[src/rtl/nor_seq_pkg.sv]
package nor_seq_pkg;

  typedef enum logic [1:0] {
    ST_OK         = 2'd0,
    ST_TIMEOUT    = 2'd1,
    ST_NOT_ERASED = 2'd2,
    ST_PROG_ERR   = 2'd3
  } nor_status_e;

  typedef enum logic [1:0] {
    AK_UNLOCK_A = 2'd0,
    AK_UNLOCK_B = 2'd1,
    AK_TARGET   = 2'd2
  } addr_kind_e;

  typedef enum logic [2:0] {
    S_IDLE, S_PRECHK, S_CMDS, S_POLL, S_RDARR, S_VERIFY, S_DONE
  } seq_state_e;

  localparam logic [15:0] CMD_UNLOCK_A = 16'h00AA;
  localparam logic [15:0] CMD_UNLOCK_B = 16'h0055;
  localparam logic [15:0] CMD_ERASE    = 16'h0080;
  localparam logic [15:0] CMD_SECTOR   = 16'h0030;
  localparam logic [15:0] CMD_WRITE    = 16'h00A0;
  localparam logic [15:0] CMD_READMODE = 16'h00F0;

endpackage

[src/rtl/nor_cmd_rom.sv]
module nor_cmd_rom
  import nor_seq_pkg::*;
(
  input  logic       is_prog,
  input  logic [2:0] step,
  output addr_kind_e kind,
  output logic [15:0] cmd,
  output logic       use_data,
  output logic       last
);
  always_comb begin
    kind     = AK_UNLOCK_A;
    cmd      = CMD_UNLOCK_A;
    use_data = 1'b0;
    last     = 1'b0;
    if (is_prog) begin
      case (step)
        3'd0: begin kind = AK_UNLOCK_A; cmd = CMD_UNLOCK_A; end
        3'd1: begin kind = AK_UNLOCK_B; cmd = CMD_UNLOCK_B; end
        3'd2: begin kind = AK_UNLOCK_A; cmd = CMD_WRITE;    end
        default: begin kind = AK_TARGET; use_data = 1'b1; last = 1'b1; end
      endcase
    end else begin
      case (step)
        3'd0, 3'd3: begin kind = AK_UNLOCK_A; cmd = CMD_UNLOCK_A; end
        3'd1, 3'd4: begin kind = AK_UNLOCK_B; cmd = CMD_UNLOCK_B; end
        3'd2:       begin kind = AK_UNLOCK_A; cmd = CMD_ERASE;    end
        default:    begin kind = AK_TARGET; cmd = CMD_SECTOR; last = 1'b1; end
      endcase
    end
  end
endmodule

[src/rtl/nor_bus_cyc.sv]
module nor_bus_cyc #(
  parameter int AW       = 21,
  parameter int DW       = 16,
  parameter int BUS_CLKS = 2
) (
  input  logic          clk,
  input  logic          rst_n,
  input  logic          go,
  input  logic          go_wr,
  input  logic [AW-1:0] go_addr,
  input  logic [DW-1:0] go_data,
  output logic          fin,
  output logic [DW-1:0] rd_word,
  output logic [AW-1:0] fl_addr,
  output logic [DW-1:0] fl_wdata,
  output logic          fl_we,
  output logic          fl_re,
  input  logic [DW-1:0] fl_rdata
);
  localparam int CW = (BUS_CLKS > 1) ? $clog2(BUS_CLKS) : 1;
  localparam logic [CW-1:0] CNT_LAST = CW'(BUS_CLKS - 1);

  logic          active, is_wr;
  logic [CW-1:0] cnt;

  always_ff @(posedge clk) begin
    if (!rst_n) begin
      active   <= 1'b0;
      is_wr    <= 1'b0;
      cnt      <= '0;
      fin      <= 1'b0;
      rd_word  <= '0;
      fl_addr  <= '0;
      fl_wdata <= '0;
    end else begin
      fin <= 1'b0;
      if (active) begin
        if (cnt == CNT_LAST) begin
          active <= 1'b0;
          fin    <= 1'b1;
          if (!is_wr) rd_word <= fl_rdata;
        end else begin
          cnt <= cnt + 1'b1;
        end
      end else if (go) begin
        active   <= 1'b1;
        is_wr    <= go_wr;
        cnt      <= '0;
        fl_addr  <= go_addr;
        fl_wdata <= go_wr ? go_data : '0;
      end
    end
  end

  assign fl_we = active & is_wr;
  assign fl_re = active & ~is_wr;

  p_no_dual_strobe_r11: assert property (@(posedge clk) disable iff (!rst_n)
    !(fl_we && fl_re));
  p_stable_bus_r11: assert property (@(posedge clk) disable iff (!rst_n)
    (fl_we || fl_re) && cnt != '0 |-> $stable(fl_addr) && $stable(fl_wdata));
  p_idle_gap_r11: assert property (@(posedge clk) disable iff (!rst_n)
    fin |-> !(fl_we || fl_re));
endmodule

[src/rtl/nor_poll_timer.sv]
module nor_poll_timer #(
  parameter int TMO_CLKS = 4096
) (
  input  logic clk,
  input  logic rst_n,
  input  logic clr,
  output logic expired
);
  localparam int TW = $clog2(TMO_CLKS + 1) + 1;
  localparam logic [TW-1:0] LIMIT = TW'(TMO_CLKS);

  logic [TW-1:0] cnt;

  always_ff @(posedge clk) begin
    if (!rst_n || clr) cnt <= '0;
    else if (cnt < LIMIT) cnt <= cnt + 1'b1;
  end

  assign expired = (cnt >= LIMIT);
endmodule

[src/rtl/nor_cmd_seq.sv]
module nor_cmd_seq
  import nor_seq_pkg::*;
#(
  parameter int AW       = 21,
  parameter int BUS_CLKS = 2,
  parameter int TMO_CLKS = 4096
) (
  input  logic          clk,
  input  logic          rst_n,
  input  logic          req_valid,
  output logic          req_ready,
  input  logic          req_prog,
  input  logic [AW-1:0] req_addr,
  input  logic [15:0]   req_data,
  output logic          done,
  output logic [1:0]    done_status,
  output logic [AW-1:0] fl_addr,
  output logic [15:0]   fl_wdata,
  output logic          fl_we,
  output logic          fl_re,
  input  logic [15:0]   fl_rdata
);
  localparam logic [AW-1:0] ADDR_UA = AW'(32'h0000_0AAA);
  localparam logic [AW-1:0] ADDR_UB = AW'(32'h0000_0554);

  seq_state_e  state;
  nor_status_e status_q;
  logic          op_prog, launch;
  logic [AW-1:0] tgt;
  logic [15:0]   wdat;
  logic [2:0]    step;

  logic          go, go_wr, fin, expired, poll_hit;
  logic [AW-1:0] go_addr;
  logic [15:0]   go_data, rd_word;

  addr_kind_e  rom_kind;
  logic [15:0] rom_cmd;
  logic        rom_use_data, rom_last;

  nor_cmd_rom u_rom (
    .is_prog (op_prog), .step (step), .kind (rom_kind),
    .cmd (rom_cmd), .use_data (rom_use_data), .last (rom_last)
  );

  nor_bus_cyc #(.AW(AW), .DW(16), .BUS_CLKS(BUS_CLKS)) u_bus (
    .clk, .rst_n, .go, .go_wr, .go_addr, .go_data, .fin, .rd_word,
    .fl_addr, .fl_wdata, .fl_we, .fl_re, .fl_rdata
  );

  nor_poll_timer #(.TMO_CLKS(TMO_CLKS)) u_tmr (
    .clk, .rst_n, .clr (state != S_POLL), .expired
  );

  always_comb begin
    go      = launch;
    go_wr   = 1'b0;
    go_addr = tgt;
    go_data = '0;
    case (state)
      S_CMDS: begin
        go_wr   = 1'b1;
        go_data = rom_use_data ? wdat : rom_cmd;
        case (rom_kind)
          AK_UNLOCK_A: go_addr = ADDR_UA;
          AK_UNLOCK_B: go_addr = ADDR_UB;
          default:     go_addr = tgt;
        endcase
      end
      S_RDARR: begin
        go_wr   = 1'b1;
        go_addr = ADDR_UA;
        go_data = CMD_READMODE;
      end
      default: ;
    endcase
  end

  assign poll_hit = op_prog ? (rd_word[7] == wdat[7]) : rd_word[7];

  always_ff @(posedge clk) begin
    if (!rst_n) begin
      state    <= S_IDLE;
      status_q <= ST_OK;
      op_prog  <= 1'b0;
      launch   <= 1'b0;
      tgt      <= '0;
      wdat     <= '0;
      step     <= '0;
    end else begin
      launch <= 1'b0;
      case (state)
        S_IDLE: if (req_valid) begin
          op_prog  <= req_prog;
          tgt      <= req_addr;
          wdat     <= req_prog ? req_data : 16'h0;
          step     <= '0;
          status_q <= ST_OK;
          launch   <= 1'b1;
          state    <= req_prog ? S_PRECHK : S_CMDS;
        end
        S_PRECHK: if (fin) begin
          if ((rd_word & wdat) != wdat) begin
            status_q <= ST_NOT_ERASED;
            state    <= S_DONE;
          end else begin
            launch <= 1'b1;
            state  <= S_CMDS;
          end
        end
        S_CMDS: if (fin) begin
          launch <= 1'b1;
          if (rom_last) state <= S_POLL;
          else          step  <= step + 1'b1;
        end
        S_POLL: if (fin) begin
          launch <= 1'b1;
          if (poll_hit) begin
            status_q <= ST_OK;
            state    <= S_RDARR;
          end else if (expired) begin
            status_q <= ST_TIMEOUT;
            state    <= S_RDARR;
          end
        end
        S_RDARR: if (fin) begin
          if (op_prog && status_q == ST_OK) begin
            launch <= 1'b1;
            state  <= S_VERIFY;
          end else begin
            state <= S_DONE;
          end
        end
        S_VERIFY: if (fin) begin
          status_q <= (rd_word == wdat) ? ST_OK : ST_PROG_ERR;
          state    <= S_DONE;
        end
        default: state <= S_IDLE;
      endcase
    end
  end

  assign req_ready   = (state == S_IDLE);
  assign done        = (state == S_DONE);
  assign done_status = status_q;

  // Observation of the flash bus over one operation, used by the checks below.
  logic wr_seen, last_wr_readmode;
  always_ff @(posedge clk) begin
    if (!rst_n || state == S_IDLE) begin
      wr_seen          <= 1'b0;
      last_wr_readmode <= 1'b0;
    end else if (fl_we) begin
      wr_seen          <= 1'b1;
      last_wr_readmode <= (fl_addr == ADDR_UA) && (fl_wdata == CMD_READMODE);
    end
  end

  p_noterased_no_write_r4: assert property (@(posedge clk) disable iff (!rst_n)
    done && done_status == ST_NOT_ERASED |-> !wr_seen);
  p_ends_in_readmode_r8: assert property (@(posedge clk) disable iff (!rst_n)
    done && done_status != ST_NOT_ERASED |-> last_wr_readmode);
  p_done_single_r10: assert property (@(posedge clk) disable iff (!rst_n)
    done |=> !done);
  p_busy_not_ready_r10: assert property (@(posedge clk) disable iff (!rst_n)
    (fl_we || fl_re) |-> !req_ready);
endmodule

[config.mk]
export PLATFORM = sky130hd
export DESIGN_NAME = nor_cmd_seq
export DESIGN_NICKNAME = d
export VERILOG_FILES = /design/src/rtl/nor_seq_pkg.sv /design/src/rtl/nor_cmd_rom.sv /design/src/rtl/nor_bus_cyc.sv /design/src/rtl/nor_poll_timer.sv /design/src/rtl/nor_cmd_seq.sv
export SDC_FILE = /design/constraint.sdc
export NUM_CORES = 1
export LEC_CHECK = 0
export BUFFER_PORTS_ARGS = -buffer_cell sky130_fd_sc_hd__buf_2
export CAP_MARGIN = 20
export CORE_MARGIN = 2
export CORE_UTILIZATION = 50
export DETAILED_ROUTE_END_ITERATION = 12
export PLACE_DENSITY = 0.78
export REMOVE_ABC_BUFFERS = 1
export SLEW_MARGIN = 20
export SYNTH_ARGS = -nofsm -noshare
export SYNTH_HDL_FRONTEND = slang
export SYNTH_SLANG_ARGS = --single-unit
export TNS_END_PERCENT = 100
[constraint.sdc]
create_clock -name clk -period 2.4 [get_ports clk]
set_clock_uncertainty 0.15 [all_clocks]
set_input_delay 0.24 -clock clk [delete_from_list [all_inputs] [get_ports clk]]
set_output_delay 0.24 -clock clk [all_outputs]
set_load 0.02 [all_outputs]
Yosys cells after proc, flatten, opt, wreduce, memory -nomap -nowiden
Cells that the tools add are included.
{ "op_classes": {"div": 0, "n_eq_ne": 25, "n_mux": 58, "n_bitwise": 5, "n_lt_le_gt_ge": 2, "add_sub_neg": 3, "multipliers": 0, "n_shift": 0, "reduce_logical": 25} }
{ "ops": {"columns": ["cell", "n"], "rows": [
  ["one-hot mux 21 bit (2 select lines)", 2],
  ["2-to-1 mux 16 bit", 4],
  ["2-to-1 mux 3 bit", 13],
  ["one-hot mux 16 bit (2 select lines)", 1],
  ["one-hot mux 8 bit (3 select lines)", 1],
  ["2-to-1 mux 2 bit", 11],
  ["2-to-1 mux 1 bit", 19],
  ["one-hot mux 3 bit (6 select lines)", 1],
  ["bitwise AND 16 bit", 1],
  ["== test 16 bit", 1],
  ["inequality test 16 bit", 1],
  ["one-hot mux 8 bit (2 select lines)", 1],
  ["adder 14 x 1 -> 14 bit, second input constant", 1],
  ["greater-or-equal comparator 14 x 13 -> 1 bit, second input constant", 1],
  ["< comparator 14 x 13 -> 1 bit, second input constant", 1],
  ["== test 3 x 2 -> 1 bit, second input constant", 4],
  ["== test 3 bit, second input constant", 4],
  ["inequality test 2 x 1 -> 1 bit, second input constant", 5],
  ["OR reduction 2 bit", 5],
  ["inequality test 2 bit, second input constant", 4],
  ["one-hot mux 2 bit (2 select lines)", 2],
  ["one-hot mux 2 bit (4 select lines)", 1],
  ["AND reduction 8 bit", 1],
  ["AND reduction 7 bit", 1],
  ["other kinds (23)", 32]
]} }
{ "totals": {"regBits": 118, "memories": 0, "rom_bits": 0, "input_bits": 57, "latch_bits": 0, "ram_bits": 0, "wordCells": 133, "out_inout_bits": 43} }

Longest topological paths before layout
{ "logic_depth": {"ltp_word": 7, "depth_mapped": 9, "mapped_depth_nobuf": 7} }

Cells and area by module
A second synthesis with hierarchy kept.
{ "hier_totals": {"hier_cells": 720, "area_unflattened_um2": 5890.6} }
{ "modules_own_cells": {"columns": ["module", "cells_per_inst", "area_each_um2", "seq_area_each_um2", "n_inst"], "rows": [
  ["nor_cmd_seq", 365, 2726.4, 940.9, 1],
  ["nor_bus_cyc", 250, 2284.7, 1141.1, 1],
  ["nor_poll_timer", 72, 661.9, 280.3, 1],
  ["nor_cmd_rom", 33, 217.7, 0.0, 1]
]} }

Worst setup path before layout
OpenSTA, ideal clock, no wires.
{ "synth_path": {"path_type": "register to register", "startpoint": "register state[0]", "endpoint": "register op_prog", "slack_ns": 0.397, "synth_period_minus_slack_ns": 2.003, "stages_incl_launch_ff": 8, "required_time_ns": 2.179, "t_arrival_ns": 1.783, "path_buffers": 3, "setup_time_ns": 0.071, "cell_sequence": "dfxtp_1 -> buf_2 -> nor3_1 -> and2_1 -> buf_2 -> buf_2 -> nand2_1 -> a21oi_1"} }
{ "synth_between": {"elab_chain_len": 2} }
{ "synth_lines": {"columns": ["item", "line", "source"], "rows": [
  ["start, declared", "nor_cmd_seq.sv:26", "seq_state_e state;"],
  ["start signal, assigned", "nor_cmd_seq.sv:100", "state <= req_prog ? S_PRECHK : S_CMDS;"],
  ["zero test 3 bit", null, null],
  ["net req_ready", "nor_cmd_seq.sv:11", "output logic req_ready,"],
  ["AND reduction 2 bit (no source line)", null, null],
  ["end signal, assigned", "nor_cmd_seq.sv:94", "op_prog <= req_prog;"],
  ["end, declared", "nor_cmd_seq.sv:28", "logic op_prog, launch;"]
]} }
The timed path passes the listed nets, and every way through them passes these cells.
A chain may end at the register's enable or synchronous reset.

Final worst setup path
{ "layout_path": {"startpoint": "register step[0]", "endpoint": "register u_bus.fl_addr[8]"} }
{ "layout_between": {"elab_chain_len": 7, "word_cells_on_any_way": 15, "classes_between": "eq/ne: 5; mux: 5; reduce/logical: 5"} }
{ "layout_lines": {"columns": ["item", "line", "source"], "rows": [
  ["start, declared", "nor_cmd_seq.sv:31", "logic [2:0] step;"],
  ["start signal, assigned", "nor_cmd_seq.sv:114", "else step <= step + 1'b1;"],
  ["== test 3 x 2 -> 1 bit, or another cell as far along", "nor_cmd_rom.sv:24", "case (step)"],
  ["OR reduction 3 bit (no source line), or another cell as far along", null, null],
  ["one-hot mux 2 bit (2 select lines) (on tied branches)", "nor_cmd_rom.sv:24, nor_cmd_rom.sv:17", null],
  ["2-to-1 mux 2 bit *", "nor_cmd_rom.sv:16", "if (is_prog) begin"],
  ["== test 2 x 1 -> 1 bit or zero test 2 bit (tied branches)", "nor_cmd_seq.sv:64", "case (rom_kind)"],
  ["one-hot mux 21 bit (2 select lines) *", "nor_cmd_seq.sv:64", null],
  ["one-hot mux 21 bit (2 select lines) *", "nor_cmd_seq.sv:60", "case (state)"],
  ["end signal, assigned", "nor_bus_cyc.sv:49", "fl_addr <= go_addr;"],
  ["end, declared", "nor_bus_cyc.sv:14", "output logic [AW-1:0] fl_addr,"]
]} }
Mark *: on every way between the ends. The rest lies on a longest branch, timed or not.

==> summary.txt <==
Outcome = complete, no violations
Final wirelength = 14,210 um
Post-cts resize count = 0
Worst Setup End Kind = flop
Worst setup SP type = flop
Final Hold Viols = 0
Period utilization = 91.32%
Gpl congestion = 0.8951
Slew @ Worst Pin = 0.6557 ns
Core area = 9864 um^2
TritonCTS clock tree = yes
Post-synth top area share = 46.18%
Fin area = 6874 um^2
RSZ-0062 raised after global routing = no
CP Data Arrival Time = 2.44 ns
Pin count of the biggest net entering global routing = 39
Synthesis Warnings = 0
Wire per inst = 15.61 um
FF-to-FF path depth = 7
Hold slack = 0.03016 ns
Mapped Cells = 616
Root buffer cell = clkbuf_8
Antenna diode count = 0
Peak Freq = 456.3 MHz
Initial antenna violation count = 0
Synth unique cells = 54
Total gr overflow = 0
Tot GR Track Use = 26.24%
Synth Register Bits = 118
Iter 0 DRT Violations = 298
Most common library cells after synthesis = 125 x nand2_1, 118 x dfxtp_1, 76 x a21oi_1, 34 x nor2_1, 26 x inv_1
Synth Area per Inst = 8.303 um^2
RR Startpoint = step[0]
Required @ worst endpoint = 2.65 ns
Clk sinks = 118
Die area = 11,050 um^2
Final ANT Viol Nets = 0
Placed inst area = 5738 um^2
Area contributors post-synth = dfxtp_1 46%, nand2_1 9.2%, a21oi_1 7.4%
Final Util = 69.69%
Most numerous cell in the Yosys netlist = nand2_1
Leak Pwr = 2.778 nW
First-pass GRT wire length = 23,370 um
IO buf count = 99
IR drop worst, VDD = 493.5 uV
Count of non-filler cells in the finished layout = 910
Hold path depth = 3
Max-Cap Viols = 0
Vias in the first global route = 4,945
CTS Buf Count = 17
Mapped Area = 5115 um^2
Share of layout cells above drive strength 1 = 19.95%
Hold Path Sink = done_status[0]
Worst reg2reg setup slack = 0.21 ns
Final Setup Violations = 0
Place WS = 0.2513 ns
Hold_sp = rst_n
Number of synthesized flops with an enable pin = 0
Detailed Place HPWL = 8826 um
FP Rows = 36
Tmin final = 2.192 ns
Hold Path Class = input pin to flop
Maximum fanout along the worst path = 6
CP Class = flop to flop
IO Pins = 100
# nets final = 844
Remaining DRCs = 0
Slew margin rel. = 56.20%
Main synth FF type = dfxtp_1
Die height = 105.1 um
Yosys top cell by area = dfxtp_1
Sequential share of the synthesized area = 46.18%
Worst skew pair latency = 0.51 ns
Die Width = 105.1 um
Initial Util = 51.85%
Via count = 5,053
Fraction of synthesis flops using an asynchronous set or reset pin = 0%
Crit Reg-Reg Endpoint = u_bus.fl_addr[8]
Layout area overhead = 34.39%
Clock transition at the registers of the reported paths = 0.06 ns
Pwr/cell area = 944.4 nW/um^2
Clock buffer depth = 2
Drt first pass iters = 5
Slack of the critical path = 0.2084 ns
Slew Viols, Final = 0
Vias per cell = 5.553
H-Tree Depth = 4
Placed insts = 825
sequential cells by signal, indices dropped and copies added (netlist names), 2 cells and up:
register and count:
step 3, state 3, u_tmr.cnt 14, u_bus.fl_addr 21
tgt 21, done_status 2, u_bus.rd_word 16, wdat 16
u_bus.fl_wdata 16
critical path, cell delays in order, from the launching register on:
cell and delay, ns:
dfxtp_1 0.41, ha_1 0.19, ha_1 0.25, nor2_1 0.10, o22ai_1 0.24, a31oi_1 0.16, o21ba_2 0.29, a221o_1 0.30
cells by family after synthesis:
| group | count (synthesis) | synth area share (%) |
|---|---|---|
| AOI/OAI and AO/OA | 155 | 19.01 |
| xor gates and xnor gates | 9 | 1.541 |
| adders and majority gates | 22 | 5.382 |
| buffers and inverters | 65 | 5.186 |
| DFF | 118 | 46.18 |
| muxes | 5 | 0.9785 |
| and+or+nand+nor | 242 | 21.72 |
worst max-delay path by stage:
stage	startpoint	to	slack, ns	cells after the start
floorplan	rst_n	u_bus.fl_addr[10]	-0.28	3
global placement	step[0]	u_bus.fl_addr[10]	0.38	7
detailed placement	step[0]	u_bus.fl_addr[4]	0.25	7
CTS	step[0]	u_bus.fl_addr[8]	0.24	7
global route	step[1]	u_bus.fl_addr[8]	0.14	7
finish	step[0]	u_bus.fl_addr[8]	0.21	7
per-layer routing:
| layer | global-route usage [%] | routed length [um] | up-vias |
|---|---|---|---|
| met3 | 5.490 | 794 | 29 |
| met5 | 0 | 0 | - |
| met2 | 47.12 | 7415 | 195 |
| met1 | 30.10 | 5742 | 2395 |
| met4 | 10.86 | 257 | 0 |
| li1 | - | - | 2434 |
layout make-up:
type	instances	area (um^2)
fillers	717	2990
multi-input cells	433	2487
flip-flops and latches	118	2362
repair buffers	168	1161
clock buffers	20	445.4
well taps	133	166.4
clock inverters	11	150.1
inverters	27	101.3
report_power, final:
part	internal [mW]	switching, mW
Combinational	0.627	1.01
Sequential	2.17	0.168
Clock	1.63	0.891
what timing repair did:
item                      4_1_cts  5_1_grt
hold buffers                   54        0
setup buffers                   0        0
hold endpoints to repair       54        0
through the flow:
step                setup TNS [ns]  total power, mW
floorplan                   -5.268            3.337
global placement                 0            3.826
detailed placement               0            3.877
CTS                              0            6.454
global route                     0            6.782
finish                           0            6.492
cells in the final DEF (no fill, tap or decap), drive strengths merged, types with 3 or more instances in the layout:
master / n
nor3: 11
a22oi: 9
nand4: 9
o21a: 3
mux2i: 5
nor2: 34
inv: 27
a21oi: 76
or3: 4
xor2: 6
o21ai: 25
nor4: 6
nand3: 21
clkbuf: 20
nor2b: 9
nand2b: 6
xnor2: 3
buf: 114
dfxtp: 118
bufinv: 3
o21ba: 3
dlygate4sd3: 54
nor3b: 3
a22o: 10
a221o: 5
and2: 4
clkinv: 6
o211ai: 6
nand2: 125
and3: 3
a211oi: 3
ha: 22
No activity file was read; power rests on OpenSTA's default activity.
